### src/rtl/segx_pkg.sv
package segx_pkg;
   typedef enum logic [1:0] {
      ST_IDLE  = 2'd0,
      ST_RD_LO = 2'd1,
      ST_RD_HI = 2'd2,
      ST_DONE  = 2'd3
   } segx_state_e;
endpackage

### src/rtl/segx_sel_decode.sv
module segx_sel_decode #(
   parameter int SEL_W      = 16,
   parameter int ADDR_W     = 32,
   parameter int IDX_LSB    = 3,
   parameter int TI_BIT     = 2,
   parameter int DESC_SHIFT = 3
) (
   input  logic [SEL_W-1:0]  sel_i,
   input  logic [ADDR_W-1:0] gdt_base_i,
   input  logic [ADDR_W-1:0] ldt_base_i,
   output logic [ADDR_W-1:0] desc_addr_o
);
   localparam int IDX_W = SEL_W - IDX_LSB;

   generate
      if (IDX_LSB <= TI_BIT) begin : g_bad_layout
         $error("segx_sel_decode: index must sit above the table bit");
      end
      if (IDX_W + DESC_SHIFT > ADDR_W) begin : g_bad_width
         $error("segx_sel_decode: scaled index exceeds address width");
      end
   endgenerate

   logic [IDX_W-1:0]  idx;
   logic [ADDR_W-1:0] tbl_base;
   logic              unused_rpl;

   assign idx        = sel_i[SEL_W-1:IDX_LSB];
   // table bit picks local (1) or global (0)
   assign tbl_base   = sel_i[TI_BIT] ? ldt_base_i : gdt_base_i;
   assign unused_rpl = ^sel_i[TI_BIT-1:0];
   // entry address = base + index * descriptor size
   assign desc_addr_o = tbl_base + (ADDR_W'(idx) << DESC_SHIFT);
endmodule

### src/rtl/segx_desc_fetch.sv
module segx_desc_fetch
   import segx_pkg::*;
#(
   parameter int ADDR_W = 32,
   parameter int DATA_W = 32
) (
   input  logic              clk,
   input  logic              rst_n,
   input  logic              start_i,
   input  logic [ADDR_W-1:0] addr_i,
   output logic              busy_o,
   output logic              done_o,
   output logic              mem_req_o,
   output logic [ADDR_W-1:0] mem_addr_o,
   input  logic              mem_ack_i,
   input  logic [DATA_W-1:0] mem_rdata_i,
   output logic [DATA_W-1:0] word_lo_o,
   output logic [DATA_W-1:0] word_hi_o
);
   localparam int WORD_BYTES = DATA_W / 8;

   generate
      if (DATA_W % 8 != 0) begin : g_bad_data
         $error("segx_desc_fetch: data width must be whole bytes");
      end
   endgenerate

   segx_state_e       st;
   logic [ADDR_W-1:0] addr_q;
   logic [DATA_W-1:0] lo_q, hi_q;

   always_ff @(posedge clk or negedge rst_n) begin
      if (!rst_n) begin
         st     <= ST_IDLE;
         addr_q <= '0;
         lo_q   <= '0;
         hi_q   <= '0;
      end else begin
         unique case (st)
            ST_IDLE: if (start_i) begin
               addr_q <= addr_i;
               st     <= ST_RD_LO;
            end
            ST_RD_LO: if (mem_ack_i) begin
               lo_q   <= mem_rdata_i;
               addr_q <= addr_q + ADDR_W'(WORD_BYTES);
               st     <= ST_RD_HI;
            end
            ST_RD_HI: if (mem_ack_i) begin
               hi_q <= mem_rdata_i;
               st   <= ST_DONE;
            end
            ST_DONE: st <= ST_IDLE;
            default: st <= ST_IDLE;
         endcase
      end
   end

   assign busy_o     = (st != ST_IDLE);
   assign done_o     = (st == ST_DONE);
   assign mem_req_o  = (st == ST_RD_LO) || (st == ST_RD_HI);
   assign mem_addr_o = addr_q;
   assign word_lo_o  = lo_q;
   assign word_hi_o  = hi_q;

   // a pending request holds its address until acknowledged
   a_r7_req_held: assert property (@(posedge clk) disable iff (!rst_n)
      (mem_req_o && !mem_ack_i) |=> (mem_req_o && $stable(mem_addr_o)));
   // second word follows the first one word higher
   a_r2_hi_follows_lo: assert property (@(posedge clk) disable iff (!rst_n)
      (st == ST_RD_LO && mem_ack_i) |=>
         (mem_req_o && mem_addr_o == $past(mem_addr_o) + ADDR_W'(WORD_BYTES)));
   // no memory traffic while idle
   a_r8_idle_quiet: assert property (@(posedge clk) disable iff (!rst_n)
      !busy_o |-> !mem_req_o);
endmodule

### src/rtl/segx_limit_check.sv
module segx_limit_check #(
   parameter int DATA_W     = 32,
   parameter int OFF_W      = 32,
   parameter int LIMIT_W    = 20,
   parameter int GRAN_SHIFT = 12,
   parameter int GRAN_BIT   = 23
) (
   input  logic [DATA_W-1:0] word_lo_i,
   input  logic [DATA_W-1:0] word_hi_i,
   input  logic [OFF_W-1:0]  off_i,
   output logic              in_range_o,
   output logic [OFF_W-1:0]  sum_o
);
   generate
      if (LIMIT_W + GRAN_SHIFT > OFF_W) begin : g_bad_scale
         $error("segx_limit_check: scaled limit wider than offset");
      end
      if (GRAN_BIT <= LIMIT_W || GRAN_BIT >= DATA_W) begin : g_bad_gbit
         $error("segx_limit_check: granularity bit placement invalid");
      end
   endgenerate

   logic [LIMIT_W-1:0] lim;
   logic               gran;
   logic [OFF_W-1:0]   eff_lim;
   logic               unused_hi;

   assign lim       = word_hi_i[LIMIT_W-1:0];
   assign gran      = word_hi_i[GRAN_BIT];
   assign unused_hi = ^{word_hi_i[DATA_W-1:GRAN_BIT+1], word_hi_i[GRAN_BIT-1:LIMIT_W]};

   // coarse granularity fills the low bits with ones
   generate
      if (GRAN_SHIFT > 0) begin : g_scaled
         assign eff_lim = gran ? OFF_W'({lim, {GRAN_SHIFT{1'b1}}}) : OFF_W'(lim);
      end else begin : g_flat
         assign eff_lim = OFF_W'(lim);
      end
   endgenerate

   assign in_range_o = (off_i <= eff_lim);
   assign sum_o      = OFF_W'(word_lo_i) + off_i;
endmodule

### src/rtl/segx_top.sv
module segx_top #(
   parameter int SEL_W      = 16,
   parameter int OFF_W      = 32,
   parameter int ADDR_W     = 32,
   parameter int DATA_W     = 32,
   parameter int LIMIT_W    = 20,
   parameter int GRAN_SHIFT = 12,
   parameter int GRAN_BIT   = 23
) (
   input  logic              clk,
   input  logic              rst_n,
   input  logic [ADDR_W-1:0] gdt_base_i,
   input  logic [ADDR_W-1:0] ldt_base_i,
   input  logic              req_valid_i,
   input  logic [SEL_W-1:0]  req_sel_i,
   input  logic [OFF_W-1:0]  req_off_i,
   output logic              busy_o,
   output logic              mem_req_o,
   output logic [ADDR_W-1:0] mem_addr_o,
   input  logic              mem_ack_i,
   input  logic [DATA_W-1:0] mem_rdata_i,
   output logic              lin_valid_o,
   output logic [OFF_W-1:0]  lin_addr_o,
   output logic              fault_o
);
   generate
      if (OFF_W != ADDR_W || DATA_W != ADDR_W) begin : g_bad_widths
         $error("segx_top: offset, address and data widths must match");
      end
   endgenerate

   logic              accept, done;
   logic [ADDR_W-1:0] desc_addr;
   logic [OFF_W-1:0]  off_q, sum;
   logic [DATA_W-1:0] w_lo, w_hi;
   logic              in_range;

   assign accept = req_valid_i && !busy_o;

   segx_sel_decode #(.SEL_W(SEL_W), .ADDR_W(ADDR_W)) u_dec (
      .sel_i(req_sel_i), .gdt_base_i(gdt_base_i), .ldt_base_i(ldt_base_i),
      .desc_addr_o(desc_addr)
   );

   segx_desc_fetch #(.ADDR_W(ADDR_W), .DATA_W(DATA_W)) u_fetch (
      .clk(clk), .rst_n(rst_n), .start_i(accept), .addr_i(desc_addr),
      .busy_o(busy_o), .done_o(done), .mem_req_o(mem_req_o),
      .mem_addr_o(mem_addr_o), .mem_ack_i(mem_ack_i), .mem_rdata_i(mem_rdata_i),
      .word_lo_o(w_lo), .word_hi_o(w_hi)
   );

   always_ff @(posedge clk or negedge rst_n) begin
      if (!rst_n)      off_q <= '0;
      else if (accept) off_q <= req_off_i;
   end

   segx_limit_check #(.DATA_W(DATA_W), .OFF_W(OFF_W), .LIMIT_W(LIMIT_W),
                      .GRAN_SHIFT(GRAN_SHIFT), .GRAN_BIT(GRAN_BIT)) u_lim (
      .word_lo_i(w_lo), .word_hi_i(w_hi), .off_i(off_q),
      .in_range_o(in_range), .sum_o(sum)
   );

   assign lin_valid_o = done && in_range;
   assign fault_o     = done && !in_range;
   assign lin_addr_o  = lin_valid_o ? sum : '0;

   // a fault never carries an address
   a_r6_fault_no_addr: assert property (@(posedge clk) disable iff (!rst_n)
      fault_o |-> (!lin_valid_o && lin_addr_o == '0));
   // results only appear while busy
   a_r8_result_busy: assert property (@(posedge clk) disable iff (!rst_n)
      (lin_valid_o || fault_o) |-> busy_o);
   // one pulse per translation, then idle
   a_r8_single_pulse: assert property (@(posedge clk) disable iff (!rst_n)
      (lin_valid_o || fault_o) |=> (!busy_o && !lin_valid_o && !fault_o));
   // the offset register is frozen during a walk
   a_r8_off_frozen: assert property (@(posedge clk) disable iff (!rst_n)
      (busy_o && !lin_valid_o && !fault_o) |=> $stable(off_q));
endmodule

### config.mk
export PLATFORM = sky130hd
export DESIGN_NAME = segx_top
export DESIGN_NICKNAME = d
export VERILOG_FILES = /design/src/rtl/segx_pkg.sv /design/src/rtl/segx_sel_decode.sv /design/src/rtl/segx_desc_fetch.sv /design/src/rtl/segx_limit_check.sv /design/src/rtl/segx_top.sv
export SDC_FILE = /design/constraint.sdc
export NUM_CORES = 1
export LEC_CHECK = 0
export ABC_AREA = 1
export BUFFER_PORTS_ARGS = -buffer_cell sky130_fd_sc_hd__buf_2
export CAP_MARGIN = 30
export CORE_MARGIN = 4
export CORE_UTILIZATION = 35
export CTS_BUF_LIST = sky130_fd_sc_hd__clkbuf_4 sky130_fd_sc_hd__clkbuf_8 sky130_fd_sc_hd__clkbuf_16
export DETAILED_ROUTE_END_ITERATION = 8
export MAX_ROUTING_LAYER = met4
export SKIP_CTS_REPAIR_TIMING = 1
export SLEW_MARGIN = 20
export SYNTH_ARGS = -nofsm -noshare
export SYNTH_HDL_FRONTEND = slang
export SYNTH_SLANG_ARGS = --single-unit
### constraint.sdc
create_clock -name clk -period 3.1 [get_ports clk]
set_input_delay 0.93 -clock clk [delete_from_list [all_inputs] [get_ports clk]]
set_output_delay 0.93 -clock clk [all_outputs]
set_load 0.02 [all_outputs]
==> impl_metrics.csv <==
group,metric,value,unit
outcome,status,"finished, violations left",
outcome,violations,"setup timing",
synth,synth_ff_type,"dfrtp_1",
worst_setup_path,rrSetupSlack,0.97,ns
worst_setup_path,crit_path_max_fanout,8,
global_routing,antenna_found_initial,2,
sta,rsz0062_at_grt,"yes",
route,totalWireLength,36310,µm
synth,synth_area_leader_cell,"dfrtp_1",
die,io_pins,216,
clock_tree,htreeDepth,4,
clock_tree,cts_root_buf,"clkbuf_16",
route,drt_iter0_markers,610,
cells_and_area,syn_to_final_growth,35.73,%
sta,worst_slack,-0.5989,ns
synth,synth_cells,1605,
worst_setup_path,cp_cell_sequence,"clkbuf_16 > buf_4 > mux2i_1 > ha_1 > nand2_1 > o21ai_0 > nand2_1 > nand3_2 > a21oi_2 > nand2_1 > nand2_2 > nand2_8 > buf_12 > nor2_4 > buf_6",
cells_and_area,fill_cells,2991,
sta,finalCritPeriodShare,119.3,%
synth,synth_top_area_share,28.82,%
synth,yosys_warnings,0,
route,routed-via-count,11340,
global_routing,grtUsageTotal,22.23,%
pwr,seq_power_share,20.7,%
worst_setup_path,critPathArrivalTime,2.77,ns
die,dieArea,32340,µm²
worst_setup_path,crit_family,"simple AND/OR/NAND/NOR gates",
route,vias_per_cell,4.901,
clock_tree,clkTransAtPathRegs,0.06,ns
worst_setup_path,cpPeakStageDelay,0.46,ns
pwr,switching_share,49.42,%
synth,ys_top_cells_by_area,"dfrtp_1 29%, nand2_1 21%, ha_1 9.8%, nor2_1 6.6%, inv_1 5.2%",
global_routing,first_global_vias,11090,
synth,netlist_area,10330,µm²
cells_and_area,drive_above_1_share,25.26,%
clock_tree,numCtsBuffers,17,
synth,synthTopCellsByCount,"585 x nand2_1, 183 x nor2_1, 144 x inv_1",
die,chipHeight,179.8,µm
pwr,switching_power,7.569,mW
worst_setup_path,cp_slowest_cell,"dfrtp_2",
pwr,p_clk_share,13.8,%
place,gp_congestion,0.9300,
pwr,p_int,7.746,mW
clock_tree,cts_tree,"yes",
sta,tightest_slew,0.6232,ns
sta,finalHoldViolations,0,
clock_tree,clockBufferDepth,2,
die,start_util,35.71,%
pwr,p_leak,7.358,nW
synth,synth-seq-area-share,28.82,%
cells_and_area,utilization,48.47,%
clock_tree,clock_sinks,119,
sta,slew-limit-headroom,58.39,%
synth,synth_fp_nets,1836,
synth,synth_edf_count,0,
synth,avgSynthCellArea,6.438,µm²
synth,ys_types,44,
global_routing,grt_pass1_wl,56560,µm
worst_setup_path,crit_type,"reg2out",
pwr,ir_worst_vdd,0.4556,mV
flow_run,max-cap-violations,0,
sta,period_needed,3.699,ns
pwr,power.density,1092,nW/µm²
sta,max_freq,0.2704,GHz
hold_path,hold_class,"reg2reg",
worst_setup_path,crit_path_end_kind,"output pin",
sta,drv_slew,0,
die,rows,62,
global_routing,overflow,0,
cells_and_area,fin_nets,2146,
worst_setup_path,cpMostUsedCell,"nand2_1",
clock_tree,worstSkewPairLatency,0.42,ns
synth,synth_seq_cells,119,
route,dr.pass1.iters,5,
synth,async_flop_share,100.0,%
die,fp.dieW,179.8,µm
sta,finalSetupViolations,34,
worst_setup_path,crit_required,2.17,ns
sta,skew,0.008528,ns
worst_setup_path,critPathBufInv,4,
die,core,28940,µm²
place,hpwl,30030,µm
pwr,p_comb_share,65.5,%
sta,setup_tns,-19.52,ns
route,antenna_left,0,
place,numPortBuffers,213,
global_routing,grt_max_degree,43,
synth,synth_most_common_cell,"nand2_1",
route,post_drt_wl_per_cell,15.69,µm
route,route.detailed.drc,0,
worst_setup_path,start_kind,"flip-flop",
flip-flops by register name (all words and copies together) (netlist names):
signal / count
u_fetch.st: 2
u_fetch.word_hi_o: 21
u_fetch.word_lo_o: 32
off_q: 32
u_fetch.mem_addr_o: 32
routing by layer:
metal / up-vias / global-route usage [%] / part of all wire [%]
met5: - / - / 0
met1: 5189 / 26.16 / 42
met4: 0 / 5.212 / 2.1
met3: 43 / 3.355 / 4.7
li1: 5800 / - / -
met2: 309 / 40.04 / 51
metrics by stage:
stage	instances	power (mW)	worst slack [ns]	hold slack, ns	cell area [µm²]
2_1_floorplan	1605	9.097	0.03349	0.4570	10570
3_3_place_gp	2272	12.39	-0.1993	0.4713	12850
3_5_place_dp	2272	12.50	-0.2457	0.4773	12850
4_1_cts	2304	14.67	-0.6942	0.4920	13470
5_1_grt	2314	16.69	-0.7426	0.5196	14030
6_report	2314	15.32	-0.5989	0.4878	14030
cells in the final DEF, fill, tap and decap left out, types with 10 or more instances in the layout:
cell type	count
nand2_1	573
buf_2	178
nor2_1	143
inv_1	142
dfrtp_1	118
buf_4	106
nand3_1	95
a21oi_1	87
o21ai_0	80
ha_1	74
nor2_4	38
buf_6	35
nand2_2	26
nor3_1	20
clkbuf_16	20
nand3b_1	18
xnor2_1	16
nand4_1	15
xor2_1	14
mux2_2	11
nor2_2	10
worst paths after layout:
path | end | from | cells past startpoint
max in group asynchronous | off_q[8] | rst_n | 2
worst min register to register | u_fetch.word_lo_o[6] | u_fetch.word_lo_o[6] | 2
worst min-delay path | u_fetch.word_lo_o[6] | u_fetch.word_lo_o[6] | 2
min in group asynchronous | u_fetch.mem_addr_o[19] | rst_n | 1
worst max-delay path | lin_addr_o[1] | u_fetch.word_hi_o[23] | 15
worst max register to register | u_fetch.mem_addr_o[4] | u_fetch.st[1] | 7
logic make-up after synthesis:
group / synth area share (%)
fa+ha+maj: 10.19
buf+inv: 7.228
flops: 28.82
mux: 2.071
xor+xnor: 2.543
compound gates: 10.34
simple gates: 38.81
power by group through the flow:
stage / sequential [mW] / clock, mW / combinational [mW]
6_report: 3.17 / 2.11 / 10.0
5_1_grt: 3.26 / 2.21 / 11.2
3_5_place_dp: 3.14 / 0 / 9.36
3_3_place_gp: 3.13 / 0 / 9.26
2_1_floorplan: 3.10 / 0 / 5.99
4_1_cts: 3.12 / 2.14 / 9.41
worst min-delay path, cell delays in order, from the launching register on:
cell	delay (ns)
dfrtp_1	0.34
nand2_1	0.05
o21ai_0	0.06
final cells by class:
class	count	area (µm²)	share of cell area, %
multi-input combinational	1296	7057	50.31
clock inverter	14	188.9	1.347
sequential	119	2979	21.24
tap	384	480.5	3.426
timing repair buffer	330	2316	16.51
antenna	2	5.005	0.03568
inverter	151	566.8	4.041
clock buffer	18	432.9	3.087
No activity file was read; power rests on OpenSTA's default activity.
